[config.mk]
export PLATFORM = sky130hd
export DESIGN_NAME = ssp_port
export DESIGN_NICKNAME = d
export VERILOG_FILES = /design/src/rtl/ssp_pkg.sv /design/src/rtl/ssp_sync.sv /design/src/rtl/ssp_shifter.sv /design/src/rtl/ssp_rx_word.sv /design/src/rtl/ssp_port.sv
export SDC_FILE = /design/constraint.sdc
export NUM_CORES = 1
export LEC_CHECK = 0
export BUFFER_PORTS_ARGS = -buffer_cell sky130_fd_sc_hd__buf_2
export CAP_MARGIN = 20
export CORE_ASPECT_RATIO = 0.7
export CORE_MARGIN = 1
export CORE_UTILIZATION = 25
export DETAILED_ROUTE_END_ITERATION = 10
export GPL_TIMING_DRIVEN = 0
export PLACE_DENSITY = 0.5
export SETUP_SLACK_MARGIN = 0.4
export SYNTH_ARGS = -nofsm -noshare
export SYNTH_HDL_FRONTEND = slang
export SYNTH_SLANG_ARGS = --single-unit
export TNS_END_PERCENT = 30
[constraint.sdc]
create_clock -name clk -period 7.05 [get_ports clk]
set_clock_uncertainty 0.2 [all_clocks]
set_input_delay 0.3525 -clock clk [delete_from_list [all_inputs] [get_ports clk]]
set_output_delay 0.3525 -clock clk [all_outputs]
set_load 0.02 [all_outputs]
[src/rtl/ssp_pkg.sv]
package ssp_pkg;

    typedef enum logic [1:0] {
        REG_CTRL = 2'd0,
        REG_DATA = 2'd1,
        REG_ACK  = 2'd2,
        REG_WORD = 2'd3
    } ssp_reg_e;

    localparam int CTRL_W = 7;

    // Control register: the packed order is the bit order (bit 6 down to bit 0)
    typedef struct packed {
        logic irq_each;  // bit 6: second mode interrupts on every edge
        logic so_rx;     // bit 5: SO wire turned around as data input
        logic irq_en;    // bit 4: interrupt enable
        logic mode2;     // bit 3: receive-only 26-bit mode
        logic fall_edge; // bit 2: sample on falling SCK edge
        logic ext_clk;   // bit 1: SCK from pad
        logic len8;      // bit 0: 8-bit transfer
    } ssp_ctrl_t;

endpackage

[src/rtl/ssp_sync.sv]
module ssp_sync #(
    parameter int             W       = 3,
    parameter int             STAGES  = 2,
    parameter logic [W-1:0]   RST_VAL = '0
) (
    input  logic         clk,
    input  logic         rst_n,
    input  logic [W-1:0] d,
    output logic [W-1:0] q
);

    typedef struct packed {
        logic [STAGES-1:0][W-1:0] st;
    } sync_state_t;

    sync_state_t s_d, s_q;

    always_comb begin
        s_d       = s_q;
        s_d.st[0] = d;
        for (int i = 1; i < STAGES; i++) begin
            s_d.st[i] = s_q.st[i-1];
        end
    end

    always_ff @(posedge clk or negedge rst_n) begin
        if (!rst_n) begin
            s_q.st <= {STAGES{RST_VAL}};
        end else begin
            s_q <= s_d;
        end
    end

    assign q = s_q.st[STAGES-1];

endmodule

[src/rtl/ssp_shifter.sv]
module ssp_shifter #(
    parameter int DATA_W  = 8,
    parameter int SHORT_W = 4
) (
    input  logic              clk,
    input  logic              rst_n,
    input  logic              enable,
    input  logic              start,
    input  logic [DATA_W-1:0] tx_data,
    input  logic              cfg_long,
    input  logic              cfg_ext,
    input  logic              cfg_fall,
    input  logic              ref_tick,
    input  logic              sck_sync,
    input  logic              din,
    output logic              busy,
    output logic              done,
    output logic              sck_o,
    output logic              sdo,
    output logic [DATA_W-1:0] rx_data
);

    localparam int CNT_W = $clog2(2 * DATA_W + 1);
    localparam logic [CNT_W-1:0] TOG_LONG  = CNT_W'(2 * DATA_W);
    localparam logic [CNT_W-1:0] TOG_SHORT = CNT_W'(2 * SHORT_W);
    localparam logic [CNT_W-1:0] BIT_LONG  = CNT_W'(DATA_W);
    localparam logic [CNT_W-1:0] BIT_SHORT = CNT_W'(SHORT_W);

    typedef struct packed {
        logic [DATA_W-1:0] sh;
        logic [CNT_W-1:0]  cnt;
        logic              busy;
        logic              done;
        logic              sck;
        logic              prev;
        logic              long_l;
        logic              ext_l;
        logic              fall_l;
    } shf_state_t;

    shf_state_t       s_d, s_q;
    logic [CNT_W-1:0] cnt_nx;
    logic [CNT_W-1:0] tog_lim;
    logic [CNT_W-1:0] bit_lim;
    logic             ext_rise;
    logic             ext_fall;
    logic             ext_act;
    logic             int_act;

    assign cnt_nx   = s_q.cnt + CNT_W'(1);
    assign tog_lim  = s_q.long_l ? TOG_LONG : TOG_SHORT;
    assign bit_lim  = s_q.long_l ? BIT_LONG : BIT_SHORT;
    assign ext_rise = sck_sync & ~s_q.prev;
    assign ext_fall = ~sck_sync & s_q.prev;
    assign ext_act  = s_q.fall_l ? ext_fall : ext_rise;
    // internal SCK: a toggle from 1 is a falling edge, from 0 a rising one
    assign int_act  = s_q.fall_l ? s_q.sck : ~s_q.sck;

    always_comb begin
        s_d      = s_q;
        s_d.done = 1'b0;
        s_d.prev = sck_sync;
        if (!s_q.busy) begin
            s_d.sck = 1'b1;
            if (start && enable) begin
                s_d.busy   = 1'b1;
                s_d.cnt    = '0;
                s_d.long_l = cfg_long;
                s_d.ext_l  = cfg_ext;
                s_d.fall_l = cfg_fall;
                s_d.sh     = cfg_long ? tx_data
                                      : {tx_data[SHORT_W-1:0], {(DATA_W-SHORT_W){1'b0}}};
            end
        end else if (!s_q.ext_l) begin
            if (ref_tick) begin
                s_d.sck = ~s_q.sck;
                s_d.cnt = cnt_nx;
                if (int_act) begin
                    s_d.sh = {s_q.sh[DATA_W-2:0], din};
                end
                if (cnt_nx == tog_lim) begin
                    s_d.busy = 1'b0;
                    s_d.done = 1'b1;
                end
            end
        end else begin
            if (ext_act) begin
                s_d.sh  = {s_q.sh[DATA_W-2:0], din};
                s_d.cnt = cnt_nx;
                if (cnt_nx == bit_lim) begin
                    s_d.busy = 1'b0;
                    s_d.done = 1'b1;
                end
            end
        end
    end

    always_ff @(posedge clk or negedge rst_n) begin
        if (!rst_n) begin
            s_q      <= '0;
            s_q.sck  <= 1'b1;
            s_q.prev <= 1'b1;
        end else begin
            s_q <= s_d;
        end
    end

    assign busy    = s_q.busy;
    assign done    = s_q.done;
    assign sck_o   = s_q.sck;
    assign sdo     = s_q.sh[DATA_W-1];
    assign rx_data = s_q.long_l ? s_q.sh
                                : {{(DATA_W-SHORT_W){1'b0}}, s_q.sh[SHORT_W-1:0]};

endmodule

[src/rtl/ssp_rx_word.sv]
module ssp_rx_word #(
    parameter int WORD_W = 26
) (
    input  logic              clk,
    input  logic              rst_n,
    input  logic              enable,
    input  logic              sck_sync,
    input  logic              din,
    output logic [WORD_W-1:0] word,
    output logic              edge_pulse,
    output logic              word_pulse
);

    localparam int CNT_W = $clog2(WORD_W);
    localparam logic [CNT_W-1:0] LAST = CNT_W'(WORD_W - 1);

    typedef struct packed {
        logic [WORD_W-1:0] sh;
        logic [WORD_W-1:0] word;
        logic [CNT_W-1:0]  cnt;
        logic              prev;
        logic              edge_p;
        logic              word_p;
    } rxw_state_t;

    rxw_state_t        s_d, s_q;
    logic [WORD_W-1:0] sh_nx;

    assign sh_nx = {s_q.sh[WORD_W-2:0], din};

    always_comb begin
        s_d        = s_q;
        s_d.edge_p = 1'b0;
        s_d.word_p = 1'b0;
        s_d.prev   = sck_sync;
        if (!enable) begin
            s_d.cnt = '0;
        end else if (sck_sync && !s_q.prev) begin
            s_d.sh     = sh_nx;
            s_d.edge_p = 1'b1;
            if (s_q.cnt == LAST) begin
                s_d.cnt    = '0;
                s_d.word   = sh_nx;
                s_d.word_p = 1'b1;
            end else begin
                s_d.cnt = s_q.cnt + CNT_W'(1);
            end
        end
    end

    always_ff @(posedge clk or negedge rst_n) begin
        if (!rst_n) begin
            s_q      <= '0;
            s_q.prev <= 1'b1;
        end else begin
            s_q <= s_d;
        end
    end

    assign word       = s_q.word;
    assign edge_pulse = s_q.edge_p;
    assign word_pulse = s_q.word_p;

endmodule

[src/rtl/ssp_port.sv]
module ssp_port
    import ssp_pkg::*;
#(
    parameter int DATA_W      = 8,
    parameter int SHORT_W     = 4,
    parameter int WORD_W      = 26,
    parameter int SYNC_STAGES = 2
) (
    input  logic              clk,
    input  logic              rst_n,
    input  logic              wr_en,
    input  logic [1:0]        wr_addr,
    input  logic [7:0]        wr_data,
    input  logic [1:0]        rd_addr,
    output logic [WORD_W-1:0] rd_data,
    input  logic              ref_tick,
    input  logic              sck_in,
    output logic              sck_out,
    output logic              sck_oe,
    input  logic              si_in,
    input  logic              so_in,
    output logic              so_out,
    output logic              so_oe,
    output logic              irq
);

    localparam int PIN_W = 3;

    typedef struct packed {
        ssp_ctrl_t ctrl;
        logic      irq;
    } top_state_t;

    top_state_t        s_d, s_q;
    logic [PIN_W-1:0]  pins_sync;
    logic              sck_s, si_s, so_s;
    logic              din_sel;
    logic              m1_busy, m1_done, m1_sck, m1_sdo;
    logic [DATA_W-1:0] m1_rx;
    logic [WORD_W-1:0] m2_word;
    logic              m2_edge, m2_word_p;
    logic              wr_ctrl, wr_start, ack_wr;
    logic              irq_set;
    logic              mode2_on, ext_on, irq_on;

    ssp_sync #(
        .W       (PIN_W),
        .STAGES  (SYNC_STAGES),
        .RST_VAL (3'b100)
    ) u_sync (
        .clk   (clk),
        .rst_n (rst_n),
        .d     ({sck_in, si_in, so_in}),
        .q     (pins_sync)
    );

    assign {sck_s, si_s, so_s} = pins_sync;
    assign din_sel  = s_q.ctrl.so_rx ? so_s : si_s;
    assign mode2_on = s_q.ctrl.mode2;
    assign ext_on   = s_q.ctrl.ext_clk;
    assign irq_on   = s_q.ctrl.irq_en;

    assign wr_ctrl  = wr_en && (wr_addr == REG_CTRL) && !m1_busy;
    assign wr_start = wr_en && (wr_addr == REG_DATA) && !m1_busy && !mode2_on;
    assign ack_wr   = wr_en && (wr_addr == REG_ACK);

    ssp_shifter #(
        .DATA_W  (DATA_W),
        .SHORT_W (SHORT_W)
    ) u_shf (
        .clk      (clk),
        .rst_n    (rst_n),
        .enable   (!mode2_on),
        .start    (wr_start),
        .tx_data  (wr_data[DATA_W-1:0]),
        .cfg_long (s_q.ctrl.len8),
        .cfg_ext  (ext_on),
        .cfg_fall (s_q.ctrl.fall_edge),
        .ref_tick (ref_tick),
        .sck_sync (sck_s),
        .din      (din_sel),
        .busy     (m1_busy),
        .done     (m1_done),
        .sck_o    (m1_sck),
        .sdo      (m1_sdo),
        .rx_data  (m1_rx)
    );

    ssp_rx_word #(
        .WORD_W (WORD_W)
    ) u_rxw (
        .clk        (clk),
        .rst_n      (rst_n),
        .enable     (mode2_on),
        .sck_sync   (sck_s),
        .din        (din_sel),
        .word       (m2_word),
        .edge_pulse (m2_edge),
        .word_pulse (m2_word_p)
    );

    assign irq_set = irq_on & (m1_done |
                     (mode2_on & (s_q.ctrl.irq_each ? m2_edge : m2_word_p)));

    always_comb begin
        s_d = s_q;
        if (wr_ctrl) begin
            s_d.ctrl = ssp_ctrl_t'(wr_data[CTRL_W-1:0]);
        end
        s_d.irq = irq_set | (s_q.irq & ~ack_wr);
    end

    always_ff @(posedge clk or negedge rst_n) begin
        if (!rst_n) begin
            s_q <= '0;
        end else begin
            s_q <= s_d;
        end
    end

    always_comb begin
        case (rd_addr)
            REG_CTRL: rd_data = WORD_W'({s_q.irq, m1_busy, 1'b0, s_q.ctrl});
            REG_DATA: rd_data = WORD_W'(m1_rx);
            REG_WORD: rd_data = m2_word;
            default:  rd_data = '0;
        endcase
    end

    assign sck_out = m1_sck;
    assign sck_oe  = !mode2_on && !ext_on;
    assign so_out  = m1_sdo;
    assign so_oe   = !mode2_on && !s_q.ctrl.so_rx;
    assign irq     = s_q.irq;

endmodule

; ---- Word level (Yosys, flattened, before mapping)
; Index checks and enable logic that the tools add are counted.
; W data, S select, Z words.
[totals]
regBits = 92
inputBits = 19
output_inout_bits = 31
elab_cells = 101
[classes]
addsub = 2
eq_ne = 13
muxes = 26
n_bitwise = 12
reduce_logical = 24
[ops]
columns = operator, count
row1 = $pmux W26 S3, 1
row2 = $mux W15, 2
row3 = $mux W14, 2
row4 = $mux W8, 3
row5 = $mux W5, 4
row6 = $mux W16, 1
row7 = $add A5 B1 Y5 const B, 2
row8 = $eq A5 B5 Y1, 2
row9 = $logic_and A1 B1 Y1, 10
row10 = $ne A3 B3 Y1 const B, 3
row11 = $mux W1, 8
row12 = $mux W2, 4
row13 = $reduce_and A2 Y1, 3
row14 = $reduce_and A3 Y1, 2
row15 = $and A1 B1 Y1, 5
row16 = $eq A5 B5 Y1 const B, 1
row17 = $logic_not A1 Y1, 5
row18 = $not A1 Y1, 5
row19 = $eq A2 B1 Y1 const B, 2
row20 = $eq A2 B2 Y1 const B, 2
row21 = $logic_not A2 Y1, 2
row22 = $mux W4, 1
row23 = $ne A2 B2 Y1 const B, 2
row24 = $reduce_and A4 Y1, 1
row25 = other kinds (3), 4

; ---- Longest topological paths before layout
[depth]
word_depth = 7
depth_mapped = 8
depth_no_buf = 7

; ---- Modules after synthesis
; A second synthesis with hierarchy kept.
[hier_totals]
cells_unflattened = 364
hier_area_um2 = 4591.9
[modules_own_cells]
columns = module, instances, cells_each, area_each_um2, seq_area_each_um2
row1 = ssp_rx_word, 1, 171, 2585.0, 1477.7
row2 = ssp_shifter, 1, 117, 1163.6, 503.0
row3 = ssp_port, 1, 70, 690.7, 200.2
row4 = ssp_sync, 1, 6, 152.6, 152.6

; ---- Worst setup path before layout
; Ideal clock, no wire load.
[synth_path]
path_kind = reg2reg
startpoint = register u_shf.s_q[7] (netlist bit)
endpoint = register u_shf.s_q (netlist bit u_shf.busy)
setup_ns = 0.131
t_arrival_ns = 1.888
slack_ns = 4.831
path_stages_with_launch = 7
path_buffers = 0
cell_sequence = dfrtp_1 -> ha_1 -> xor2_1 -> or3b_1 -> or4_1 -> o211ai_1 -> o21ai_0
[synth_lines]
columns = item, line_no
row1 = "start, declared", ssp_shifter.sv:41  ; shf_state_t s_d, s_q;

; ---- Worst setup path in the final report
[layout_path]
startpoint = register u_sync.s_q (netlist bit u_sync.q[2])
endpoint = register u_shf.s_q[7] (netlist bit)
[layout_via]
elab_chain_cells = 5
elab_cells_between_ends = 6
cone_classes = eq/ne (1) / mux (1) / bitwise (3) / reduce/logical (1)
[layout_lines]
columns = item, line_no
row1 = "start, declared", ssp_sync.sv:16  ; sync_state_t s_d, s_q;
row2 = $not A1 Y1, ssp_shifter.sv:54  ; assign ext_fall = ~sck_sync & s_q.prev;
row3 = $and A1 B1 Y1, ssp_shifter.sv:54
row4 = $mux W1 *, ssp_shifter.sv:55  ; assign ext_act = s_q.fall_l ? ext_fall : ext_rise;
row5 = $ne A3 B3 Y1 (no line) *, -
row6 = $reduce_and A3 Y1 (no line) *, -
; Every way passes the cells marked *; elsewhere a longest branch is shown, timed or not.
; A chain may end at the register's enable or synchronous reset.

==> flow_summary_export.csv <==
group,metric,value,unit
outcome,outcome,"complete, no violations",
placed_design,place.gp.congestion,0.784,
sta,report.final.slew_viol_count,0,
sta,finalHoldViolCount,0,
critical_path,crit_family,"flip-flops",
sta,setup_viol,0,
logic_synthesis,syn_nets,409,
global_route,antenna_found_initial,0,
sta,rsz0062_at_grt,"false",
critical_path,worst_path_largest_cell_delay,580,ps
critical_path,cp.required,7080,ps
clock_tree,clock-sinks,92,
logic_synthesis,ys_warn_count,0,
sta,min_period,2490,ps
logic_synthesis,synth_edf_count,0,
drt,routed_wl,10.3,mm
critical_path,arrival,2520,ps
pwr,powerDensity,327,mW/mm^2
drt,drtAntennaViolNets,0,
drt,wl_per_cell,15.2,um
pwr,p_leak,2.56,nW
sta,fmax,402,MHz
clock_tree,htreeDepth,3,
clock_tree,clockRootBuffer,"clkbuf_16",
drt,via_per_inst,4.46,
critical_path,start_kind,"flop",
logic_synthesis,synth_area_per_cell,10.9,um^2
logic_synthesis,synth.top_cell.area_share,52.3,%
run,drv_cap,0,
floorplanning,pin_count,50,
clock_tree,cts_buffer_depth,2,
drt,firstDrtPassIters,4,
critical_path,cp_num_buf_inv,1,
logic_synthesis,synth-seq-cells,92,
pwr,vdd_ir_drop_max,0.125,mV
logic_synthesis,ys_seq_area_share,54.8,%
logic_synthesis,netlist_instances,386,
critical_path,slowest_stage,"dfstp_2",
drt,vias,3025,
floorplanning,core,0.0164,mm^2
logic_synthesis,yosys.cell_types.count,46,
floorplanning,die_area,0.0174,mm^2
drt,first_iter_violations,284,
sta,worst-slew-pin-transition,1030,ps
global_route,grt_pass1_wl,16.6,mm
layout,drive_above_1_share,28.6,%
clock_tree,clk_latency,340,ps
global_route,grt-ovfl-total,0,
global_route,grt_use_total,12.6,%
placed_design,place_area,0.00476,mm^2
floorplanning,die_h,111,um
drt,drc,0,
min_path,hold_class,"in -> reg",
clock_tree,cts.clk_slew.worst_paths,70,ps
critical_path,end_kind,"flop",
logic_synthesis,synth_area_leaders,"dfrtp_1 52%, mux2_2 13%, nand2_1 8.6%, and3_1 2.5%, dfstp_2 2.5%",
floorplanning,row_count,39,
sta,finalCritPeriodShare,35.3,%
placed_design,dp.final_hpwl,7.39,mm
layout,nets,472,
clock_tree,tritoncts,"yes",
clock_tree,postCtsSetupRepairBufs,0,
global_route,grt_pass1_vias,2931,
logic_synthesis,netlist_area,0.00421,mm^2
critical_path,critPathMaxFanout,10,
logic_synthesis,async_flop_share,100,%
layout,stdcell_area,0.00512,mm^2
logic_synthesis,synth_top_flop_cell,"dfrtp_1",
sta,setup_tns,0,ps
global_route,grt_max_degree,70,
layout,syn_to_final_growth,21.4,%
logic_synthesis,synth_area_leader_cell,"dfrtp_1",
floorplanning,start_util,25.7,%
layout,diodes,0,
critical_path,crit_chain,"or3b_1 > a31oi_2 > buf_4 > nor2_1 > mux2_2",
placed_design,numPortBuffers,47,
floorplanning,die_w,157,um
clock_tree,numCtsBuffers,9,
sta,slew_headroom,30.9,%
critical_path,critical_path_class,"reg -> reg",
layer usage:
layer / up-vias / GRT usage (%) / routed length (um)
li1: 1455 / - / -
met4: 0 / 3.88 / 106
met2: 53 / 17.5 / 4390
met3: 9 / 2.55 / 315
met1: 1508 / 19.4 / 5500
met5: - / 0 / 0
cell usage after synthesis, types with 6 or more instances:
library cell and instances:
mux2_2 47, nand3_1 6, nand2_1 97, nor2_1 10, dfrtp_1 88, mux2i_1 6
clkbuf_1 11, o21ai_0 21, inv_1 6, nor2b_1 7, and3_1 17, a22o_1 9
area by class of cell:
class	instances	area, um^2
fill	1710	11300
sequential	92	2310
multi-input combinational	267	1770
timing repair buffer	52	305
tap	225	282
clock buffer	9	225
buffer	20	106
clock inverter	7	91.3
inverter	7	26.3
power breakdown:
part / total, mW / switching (mW) / internal [mW]
logic: 0.456 / 0.260 / 0.195
clock network: 0.508 / 0.224 / 0.284
registers: 0.707 / 0.0907 / 0.616
total: 1.67 / 0.575 / 1.10
cells by family (layout without fill, tap and decap cells):
family / after synthesis / after routing / synth area share [%]
DFF: 92 / 92 / 54.8
muxes: 53 / 53 / 14.0
AOI/OAI and AO/OA: 51 / 51 / 8.58
buffers and inverters: 27 / 95 / 3.15
adders and majority gates: 4 / 4 / 1.19
xor gates and xnor gates: 6 / 6 / 1.25
and+or+nand+nor: 153 / 153 / 17.1
timing repair:
item	CTS	global route
hold buffers	4	0
gates resized for setup	0	0
endpoints found under the hold margin	26	0
cell usage in the layout, fill, tap and decap left out, types with 2 or more instances in the layout:
master and count:
a21oi_1 4, a22o_1 9, a31oi_1 2, a32o_1 3
and2_1 2, and3_1 17, buf_2 50, buf_4 2
buf_6 3, clkbuf_1 11, clkbuf_16 9, dfrtp_1 88
dfstp_2 4, dlygate4sd3_1 4, ha_1 4, inv_1 6
inv_6 3, mux2_2 47, mux2i_1 6, nand2_1 97
nand3_1 6, nand3b_1 3, nor2_1 10, nor2b_1 7
o21ai_0 21, o2bb2ai_1 2, or3b_1 2, or4_1 2
xnor2_1 3, xor2_1 3
path summary, 6_finish.rpt:
kind / startpoint / endpoint / slack (ps) / cells after the start
setup / recovery: u_sync.q[2] / u_shf.s_q[7] / 4560 / 5
hold / removal: wr_data[5] / s_q[6] / 70 / 2
setup reg to reg: u_sync.q[2] / u_shf.s_q[7] / 4560 / 5
hold reg to reg: u_sync.s_d[3] / u_sync.q[0] / 150 / 0
max in group asynchronous: rst_n / u_rxw.edge_pulse / 5750 / 3
min in group asynchronous: rst_n / u_shf.busy / 250 / 2
registers in the layout, summed over array words and instances (netlist names), 3 cells and up:
| name | count |
|---|---|
| u_shf.s_q | 15 |
| u_sync.q | 3 |
| u_rxw.word | 26 |
| u_sync.s_d | 3 |
| u_rxw.s_q | 31 |
| s_q | 4 |
through the flow:
stage	hold slack (ps)	cells	util (%)	setup WS, ps	total power [mW]
after floorplan	-143	386	-	4830	1.02
after global placement	137	658	28.8	4470	1.16
after detailed placement	85.8	659	29.0	4590	1.17
after CTS	60.3	679	31.2	4570	1.69
after global routing	68.8	679	31.2	4440	1.77
final	69.6	679	31.2	4560	1.67
Power figures use the tool's default switching activity.
